===== src/rtl/cbc_pkg.sv =====
package cbc_pkg;
    // Operation chosen at an edge, listed lowest to highest priority.
    typedef enum logic [1:0] {
        OP_HOLD  = 2'd0,
        OP_COUNT = 2'd1,
        OP_LOAD  = 2'd2,
        OP_CLEAR = 2'd3
    } cbc_op_e;
endpackage


===== src/rtl/cbc_op_sel.sv =====
module cbc_op_sel
    import cbc_pkg::*;
(
    input  logic    clr_n,
    input  logic    load_n,
    input  logic    en_par,
    input  logic    en_trk,
    output cbc_op_e op
);
    always_comb begin
        if (!clr_n)                op = OP_CLEAR;
        else if (!load_n)          op = OP_LOAD;
        else if (en_par && en_trk) op = OP_COUNT;
        else                       op = OP_HOLD;
    end
endmodule


===== src/rtl/cbc_incr.sv =====
module cbc_incr #(
    parameter int W = 4
) (
    input  logic [W-1:0] a,
    output logic [W-1:0] y
);
    // Look-ahead form: each bit toggles when all bits below it are ones.
    logic [W-1:0] carry;
    assign carry[0] = 1'b1;
    genvar i;
    generate
        for (i = 1; i < W; i++) begin : g_carry
            assign carry[i] = &a[i-1:0];
        end
    endgenerate
    assign y = a ^ carry;
endmodule


===== src/rtl/cbc_tc_dec.sv =====
module cbc_tc_dec #(
    parameter int W = 4
) (
    input  logic [W-1:0] cnt,
    input  logic         en_trk,
    output logic         tc
);
    assign tc = en_trk & (&cnt);
endmodule


===== src/rtl/casc_bin_counter.sv =====
module casc_bin_counter
    import cbc_pkg::*;
#(
    parameter int W = 4
) (
    input  logic         clk,
    input  logic         clr_n,
    input  logic         load_n,
    input  logic [W-1:0] din,
    input  logic         en_par,
    input  logic         en_trk,
    output logic [W-1:0] count,
    output logic         tc
);
    typedef struct packed {
        logic [W-1:0] cnt;
    } cbc_state_t;

    cbc_state_t st_d, st_q;
    cbc_op_e    op;
    logic [W-1:0] inc;

    cbc_op_sel u_sel (
        .clr_n (clr_n),
        .load_n(load_n),
        .en_par(en_par),
        .en_trk(en_trk),
        .op    (op)
    );

    cbc_incr #(.W(W)) u_inc (
        .a(st_q.cnt),
        .y(inc)
    );

    always_comb begin
        st_d = st_q;
        unique case (op)
            OP_CLEAR: st_d.cnt = '0;
            OP_LOAD:  st_d.cnt = din;
            OP_COUNT: st_d.cnt = inc;
            default:  st_d.cnt = st_q.cnt;
        endcase
    end

    always_ff @(posedge clk) begin
        st_q <= st_d;
    end

    assign count = st_q.cnt;

    cbc_tc_dec #(.W(W)) u_tc (
        .cnt   (st_q.cnt),
        .en_trk(en_trk),
        .tc    (tc)
    );
endmodule


===== config.mk =====
export PLATFORM = sky130hd
export DESIGN_NAME = casc_bin_counter
export DESIGN_NICKNAME = d
export VERILOG_FILES = /design/src/rtl/cbc_pkg.sv /design/src/rtl/cbc_op_sel.sv /design/src/rtl/cbc_incr.sv /design/src/rtl/cbc_tc_dec.sv /design/src/rtl/casc_bin_counter.sv
export SDC_FILE = /design/constraint.sdc
export NUM_CORES = 1
export LEC_CHECK = 0
export BUFFER_PORTS_ARGS = -buffer_cell sky130_fd_sc_hd__clkbuf_2
export CAP_MARGIN = 10
export CORE_AREA = 8 8 45 47
export DETAILED_ROUTE_END_ITERATION = 7
export DIE_AREA = 0 0 53 55
export SLEW_MARGIN = 20
export SYNTH_ARGS = -nofsm -noshare
export SYNTH_HDL_FRONTEND = slang
export SYNTH_SLANG_ARGS = --single-unit
export TNS_END_PERCENT = 5

===== constraint.sdc =====
create_clock -name clk -period 2.4 [get_ports clk]
set_clock_uncertainty 0.05 [all_clocks]
set_input_delay 0.72 -clock clk [delete_from_list [all_inputs] [get_ports clk]]
set_output_delay 0.72 -clock clk [all_outputs]
set_load 0.05 [all_outputs]

-- Yosys cells after proc, flatten, opt, wreduce, memory -nomap -nowiden
Cells that the tools add are included.
W data, S select, Z words.
- register bits: 4
- output and inout bits: 5
- bits of input ports: 9
- bitwise logic cells: 2
- eq/ne operators: 3
- reductions and logical operators: 5
- mux-type cells: 4
- operator list (operator ; number):
    $pmux W4 S3 ; 1
    $eq A2 B2 Y1 const B ; 2
    $mux W2 ; 2
    $reduce_and A4 Y1 ; 1
    $xor A4 B4 Y4 ; 1
    $reduce_and A3 Y1 ; 1
    $reduce_bool A3 Y1 ; 1
    $eq A2 B1 Y1 const B ; 1
    $reduce_and A2 Y1 ; 1
    $and A1 B1 Y1 ; 1
    $logic_and A1 B1 Y1 ; 1
    $mux W1 ; 1

-- Logic depth before layout (Yosys ltp)
Gate-level depths: netlist of the first run.
- depth in word-level cells: 6
- gate-level depth with buffers: 4
- depth with buffers taken out: 4

-- Hierarchy
A second synthesis of the first run with hierarchy kept.
- cell total of the unflattened synthesis: 28
- area total of the unflattened synthesis: 286.5 um2
- modules (own cells, without submodules) (module ; instances ; cells an instance ; area each (um2) ; sequential area each (um2)):
    casc_bin_counter ; 1 ; 18 ; 224.0 ; 120.1
    cbc_incr ; 1 ; 4 ; 37.5 ; 0.0
    cbc_op_sel ; 1 ; 3 ; 12.5 ; 0.0
    cbc_tc_dec ; 1 ; 3 ; 12.5 ; 0.0

-- Least setup slack after synthesis of the first run
Ideal clock, no wire load.
- kind: register to output
- start: reg st_q, in the netlist count[0]
- end: out tc
- cell stages (with the launch flop): 3
- setup slack: 255 ps
- data arrival time: 1375 ps
- required time: 1630 ps
- cells stage by stage: edfxtp_1 ha_1 and4_1
- word-level cells in the longest chain between the ends: 2
- ends and longest elaborated chain (what ; RTL line ; source):
    from (decl) ; casc_bin_counter.sv:19 ; cbc_state_t st_d, st_q;
    from (signal assigned) ; casc_bin_counter.sv:47 ; st_q <= st_d;
    $reduce_and A4 Y1 ; cbc_tc_dec.sv:8 ; assign tc = en_trk & (&cnt);
    $and A1 B1 Y1 ; cbc_tc_dec.sv:8 ;
    to (decl) ; casc_bin_counter.sv:13 ; output logic tc
No other way between the ends.

-- Final worst setup path of the first run
- start: in en_trk
- end: out tc
- word-level cells in the longest chain between the ends: 1
- ends and longest elaborated chain (what ; RTL line ; source):
    from (decl) ; casc_bin_counter.sv:11 ; input logic en_trk,
    $and A1 B1 Y1 ; cbc_tc_dec.sv:8 ;
No other way between the ends.

==> flow_summary.json, run 1 <==
{
  "timing_hold_violations_final": 0,
  "globalRoute.totalOverflow": 0,
  "clock_tree.buffer_depth": 2,
  "timing.critical_path.to_type": "output pin",
  "depth_of_the_worst_register_to_register_path": 4,
  "fin_setup_tns_ps": 0,
  "largest_register_ffs": 4,
  "max_freq_mhz": 479,
  "crit_path_cell_trace": "clkbuf_2 -> and4_1 -> clkbuf_2",
  "synth_nets": 34,
  "post_cts_buffers": 0,
  "timing.max_cap.violations": 0,
  "fin_nets": 51,
  "critical_path.reg2reg.endpoint": "count[3]",
  "regToRegStartpoint": "count[0]",
  "cts.root.buffer_cell": "sky130_fd_sc_hd__clkbuf_4",
  "synthDominantCellAreaShare": 0.442,
  "top_cell_type_by_total_area_after_synthesis": "sky130_fd_sc_hd__edfxtp_1",
  "highest_fanout_seen_on_the_critical_path": 6,
  "timing.final.crit_period_ps": 2090,
  "arrival_ps": 1320,
  "min_path_type": "register to register",
  "synth_cell_types": 14,
  "worst_slew_pin_tran_ps": 281,
  "ratio_of_total_power_to_cell_area_nw_per_um2": 594,
  "cts.clk_slew.worst_paths_ps": 30,
  "detailroute.via_count": 242,
  "maxSlewViolCount": 0,
  "initial_core_util": 0.196,
  "area_growth_pct": 35.5,
  "die-area_um2": 2920,
  "ys_ff_latch": 4,
  "antenna_violations_before_repair": 0,
  "htree_depth": 1,
  "cts-hold-fix-buffers": 0,
  "worst_hold_depth": 2,
  "floorplan.io_pins": 14,
  "number_of_global_route_vias_before_repair": 247,
  "num_antenna_cells": 0,
  "cp_slowest_cell": "sky130_fd_sc_hd__clkbuf_2",
  "drt-vias-per-instance": 4.48,
  "rows": 14,
  "ctsResizeCount": 0,
  "detailedRoute.firstIterationViolations": 8,
  "cp.required_ps": 1630,
  "worstSetupStartpointType": "primary input",
  "placed_area_um2": 345,
  "fin_crit_sh": 0.870,
  "syn-cell-area_um2": 272,
  "clk_latency_ps": 230,
  "worst_path_dominant_cell_family": "buffers and inverters",
  "largest_net_degree_at_the_start_of_global_routing": 10,
  "tritoncts.num_buffers": 3,
  "criticalPathCategory": "primary input to output pin",
  "synthesis.yosys.warnings": 0,
  "run_status": "completed",
  "globalRouteTotalUtil": 0.0542,
  "numClockSinks": 4,
  "worst_r2r_setup_slack_ps": 980,
  "nFillCells": 146,
  "combined_area_of_the_multi_input_logic_cells_um2": 140,
  "rsz0062_at_grt": "no",
  "route.detailed.wl_per_inst_um": 11.7,
  "grt_pass1_wl_um": 1000,
  "seqCellArea_um2": 120,
  "first_pass_iters": 4,
  "die_height_um": 55,
  "fin_area_um2": 368,
  "synth.top_cells.by_area": "sky130_fd_sc_hd__edfxtp_1 44%, sky130_fd_sc_hd__ha_1 9.2%, sky130_fd_sc_hd__a21boi_2 8.3%",
  "placement.io_buffers": 13,
  "routabilityCongestion": 0.718,
  "route.detailed.drc": 0,
  "critical-path-top-cell-by-count": "sky130_fd_sc_hd__clkbuf_2",
  "netlist_instances": 23,
  "layout-drive-gt1-share": 0.474,
  "seq_area_frac_synth": 0.442,
  "total_leakage_power_nw": 0.163,
  "timing.max_slew.rel_slack": 0.813,
  "timing.critical_path.slowest_cell_delay_ps": 270,
  "hold_path_end": "count[3]",
  "tritoncts_clock_tree": "built",
  "wirelength_um": 630,
  "postRouteAntennaNets": 0,
  "avgSynthCellArea_um2": 11.8,
  "fp.dieW_um": 53,
  "critical_path_cell_count": 3,
  "cp_num_buf_inv": 2,
  "hp-start": "count[3]",
  "vdd_drop_max_mv": 0.147,
  "floorplan.core_area_um2": 1380,
  "finalSetupViolCount": 0
}
## tightest hold or removal path, delay by kind of cell (launching register included)
family	cells	cell delay [ps]
xor+xnor	1	90
compound gates	1	150
flops	1	370
## synth_stat cells
library cell	n
sky130_fd_sc_hd__nand2b_1	3
sky130_fd_sc_hd__a21boi_1	1
sky130_fd_sc_hd__ha_1	2
sky130_fd_sc_hd__nand2_1	1
sky130_fd_sc_hd__nand3b_1	1
sky130_fd_sc_hd__edfxtp_1	4
sky130_fd_sc_hd__buf_6	1
sky130_fd_sc_hd__nand4_1	3
sky130_fd_sc_hd__nand3_1	1
sky130_fd_sc_hd__a21boi_2	2
sky130_fd_sc_hd__and4_1	1
sky130_fd_sc_hd__o21ai_0	1
sky130_fd_sc_hd__xnor2_1	1
sky130_fd_sc_hd__nand4b_1	1
## logic make-up (layout without fill, tap and decap cells)
group                      after synthesis  in the layout  synth area share
AOI/OAI and AO/OA                        4              4             0.129
xor gates and xnor gates                 1              1            0.0323
adders and majority gates                2              2            0.0922
buffers and inverters                    1             16            0.0415
DFF                                      4              4             0.442
and+or+nand+nor                         11             11             0.263
## stage by stage
stage                     total power [mW]  utilization  cells  worst slack, ps  hold slack (ps)
after floorplan                      0.123            -     23              255              888
after global placement               0.139        0.250     51              324              650
after detailed placement             0.139        0.250     51              308              664
after CTS                            0.224        0.266     54              308              673
after global routing                 0.235        0.266     54              268              706
final                                0.219        0.266     54              313              670
## power breakdown
group | leakage [nW] | total, mW | internal [mW] | switching (mW)
sequential | 0.0448 | 0.0878 | 0.0840 | 0.00379
clock | 0.0138 | 0.0806 | 0.0557 | 0.0248
combinational | 0.104 | 0.0503 | 0.0161 | 0.0342
total | 0.163 | 0.219 | 0.156 | 0.0628
## cells in the final DEF, fill, tap and decap left out, drive strengths merged
master  Yosys  routed
a21boi      3       3
and4        1       1
clkbuf      0      16
edfxtp      4       4
ha          2       2
nand2       1       1
nand2b      3       3
nand3       1       1
nand3b      1       1
nand4       3       3
nand4b      1       1
o21ai       1       1
xnor2       1       1
## cell type report
cell class,count,area share
tap,16,0.0544
multi-input combinational,18,0.381
timing repair buffer,13,0.177
clock buffer,3,0.0612
sequential,4,0.327
## how the worst max path moves through the flow
stage	startpoint	to	slack, ps
global route	count[0]	tc	270
finish	en_trk	tc	310
floorplan	count[0]	tc	260
CTS	en_trk	tc	310
global placement	en_trk	tc	320
detailed placement	en_trk	tc	310
## layer usage
layer,up-vias,part of all wire,global-route usage
li1,121,-,-
met1,102,0.46,0.0596
met2,17,0.35,0.0469
met3,2,0.15,0.0321
met4,0,0.033,0.103
met5,-,0,0
No activity file was read; power rests on OpenSTA's default activity.
==> run 2: changes to the inputs <==
--- a/config.mk
+++ b/config.mk
@@ -10,6 +10,7 @@
 export CORE_AREA = 8 8 45 47
 export DETAILED_ROUTE_END_ITERATION = 7
 export DIE_AREA = 0 0 53 55
+export MAX_ROUTING_LAYER = met4
 export SLEW_MARGIN = 20
 export SYNTH_ARGS = -nofsm -noshare
 export SYNTH_HDL_FRONTEND = slang
==> run 2 against run 1 <==
Global-route usage rose by 0.17 points; worst setup slack barely moved; register-to-register slack barely moved; power barely moved; critical path depth did not move; utilization did not move; wire length fell by 0.32%; flip-flop and latch count did not move; combinational power barely moved; via count rose by 0.41%; count of clock-buffer cells in the layout did not move; die area did not move; largest power group unchanged.
==> flow_summary.json, run 2 (same netlist as run 1, synthesis figures left out) <==
{
  "cts.root.buffer_cell": "sky130_fd_sc_hd__clkbuf_4",
  "worst_hold_depth": 2,
  "number_of_global_route_vias_before_repair": 247,
  "timing.max_cap.violations": 0,
  "floorplan.core_area_um2": 1380,
  "numClockSinks": 4,
  "antenna_violations_before_repair": 0,
  "criticalPathCategory": "primary input to output pin",
  "globalRoute.totalOverflow": 0,
  "globalRouteTotalUtil": 0.0559,
  "routabilityCongestion": 0.726,
  "final_cell_count_no_fill": 54,
  "total_leakage_power_nw": 0.163,
  "finalSetupViolCount": 0,
  "run_status": "completed",
  "grt_use_met2": 0.0469,
  "mostFrequentLayoutCell": "sky130_fd_sc_hd__clkbuf_2",
  "largest_register_ffs": 4,
  "min_path_type": "register to register",
  "max_freq_mhz": 479,
  "vdd_drop_max_mv": 0.147,
  "detailedRoute.firstIterationViolations": 8,
  "highest_fanout_seen_on_the_critical_path": 6,
  "die-area_um2": 2920,
  "drt-vias-per-instance": 4.50,
  "cp.required_ps": 1630,
  "fin_setup_tns_ps": 0,
  "tritoncts_clock_tree": "built",
  "wirelength_um": 628,
  "post_cts_buffers": 0,
  "tritoncts.num_buffers": 3,
  "worst_slew_pin_tran_ps": 281,
  "timing_hold_violations_final": 0,
  "whs_ps": 670,
  "nFillCells": 146,
  "placement.io_buffers": 13,
  "fin_nets": 51,
  "worst_r2r_setup_slack_ps": 980,
  "ctsResizeCount": 0,
  "regToRegStartpoint": "count[0]",
  "route.detailed.wl_per_inst_um": 11.6,
  "global_route.usage.met3": 0.0267,
  "timing.max_slew.rel_slack": 0.813,
  "timing.final.crit_period_ps": 2090,
  "rsz0062_at_grt": "no",
  "fp.dieW_um": 53,
  "depth_of_the_worst_register_to_register_path": 4,
  "hp-start": "count[3]",
  "postRouteAntennaNets": 0,
  "grt_pass1_wl_um": 1000,
  "first_pass_iters": 4,
  "detailroute.via_count": 243,
  "cts.clk_slew.worst_paths_ps": 30,
  "area_growth_pct": 35.5,
  "route.detailed.drc": 0,
  "initial_core_util": 0.196,
  "layout-drive-gt1-share": 0.474,
  "clock_tree.buffer_depth": 2,
  "layout.cells.most_common_list": "13 x sky130_fd_sc_hd__clkbuf_2, 4 x sky130_fd_sc_hd__edfxtp_1, 3 x sky130_fd_sc_hd__nand2b_1, 3 x sky130_fd_sc_hd__nand4_1, 3 x sky130_fd_sc_hd__clkbuf_4",
  "timing.critical_path.to_type": "output pin",
  "clk_latency_ps": 230,
  "global_route.peak_usage_layer": "met4",
  "die_height_um": 55,
  "num_antenna_cells": 0,
  "ratio_of_total_power_to_cell_area_nw_per_um2": 594,
  "place.detailed.instances": 51,
  "cts-hold-fix-buffers": 0,
  "hold_path_end": "count[3]",
  "fin_crit_sh": 0.870,
  "maxSlewViolCount": 0,
  "global_route.usage.met1": 0.0627,
  "largest_net_degree_at_the_start_of_global_routing": 10,
  "critical_path.reg2reg.endpoint": "count[3]",
  "arrival_ps": 1320,
  "htree_depth": 1,
  "rows": 14,
  "floorplan.io_pins": 14,
  "worstSetupStartpointType": "primary input"
}
-- run 2: cell counts in the layout (fill, tap and decap cells not counted) --
Identical to the previous run, type by type.
-- run 2: worst max-delay path, stage by stage --
cell and delay [ps]:
sky130_fd_sc_hd__clkbuf_2 130, sky130_fd_sc_hd__and4_1 190, sky130_fd_sc_hd__clkbuf_2 270
-- run 2: report_power, final --
group          total [mW]  internal (mW)  switching (mW)
registers          0.0878         0.0840         0.00379
logic              0.0503         0.0161          0.0342
clock network      0.0806         0.0557          0.0248
-- run 2: metal layers --
layer  up-vias  share of wire
met3         2           0.12
li1        121              -
met2        17           0.36
met1       103           0.49
met4         0          0.033
met5         -              0
-- run 2: metrics by stage --
stage	total power, mW	utilization	setup slack (ps)	area, µm²
after detailed placement	0.139	0.250	308	345
after global routing	0.235	0.266	268	368
after global placement	0.139	0.250	324	345
final	0.219	0.266	313	368
after CTS	0.224	0.266	308	368
after floorplan	0.123	-	255	272
-- run 2: worst max-delay path by stage --
stage	from	end	slack, ps
2_1_floorplan	count[0]	tc	260
4_1_cts	en_trk	tc	310
6_report	en_trk	tc	310
3_3_place_gp	en_trk	tc	320
5_1_grt	count[0]	tc	270
3_5_place_dp	en_trk	tc	310
-- run 2: area by class of cell --
type                            instances  area (µm²)  area share
Multi-Input combinational cell         18         140       0.381
Sequential cell                         4         120       0.327
Tap cell                               16        20.0      0.0544
Clock buffer                            3        22.5      0.0612
Timing Repair Buffer                   13        65.1       0.177
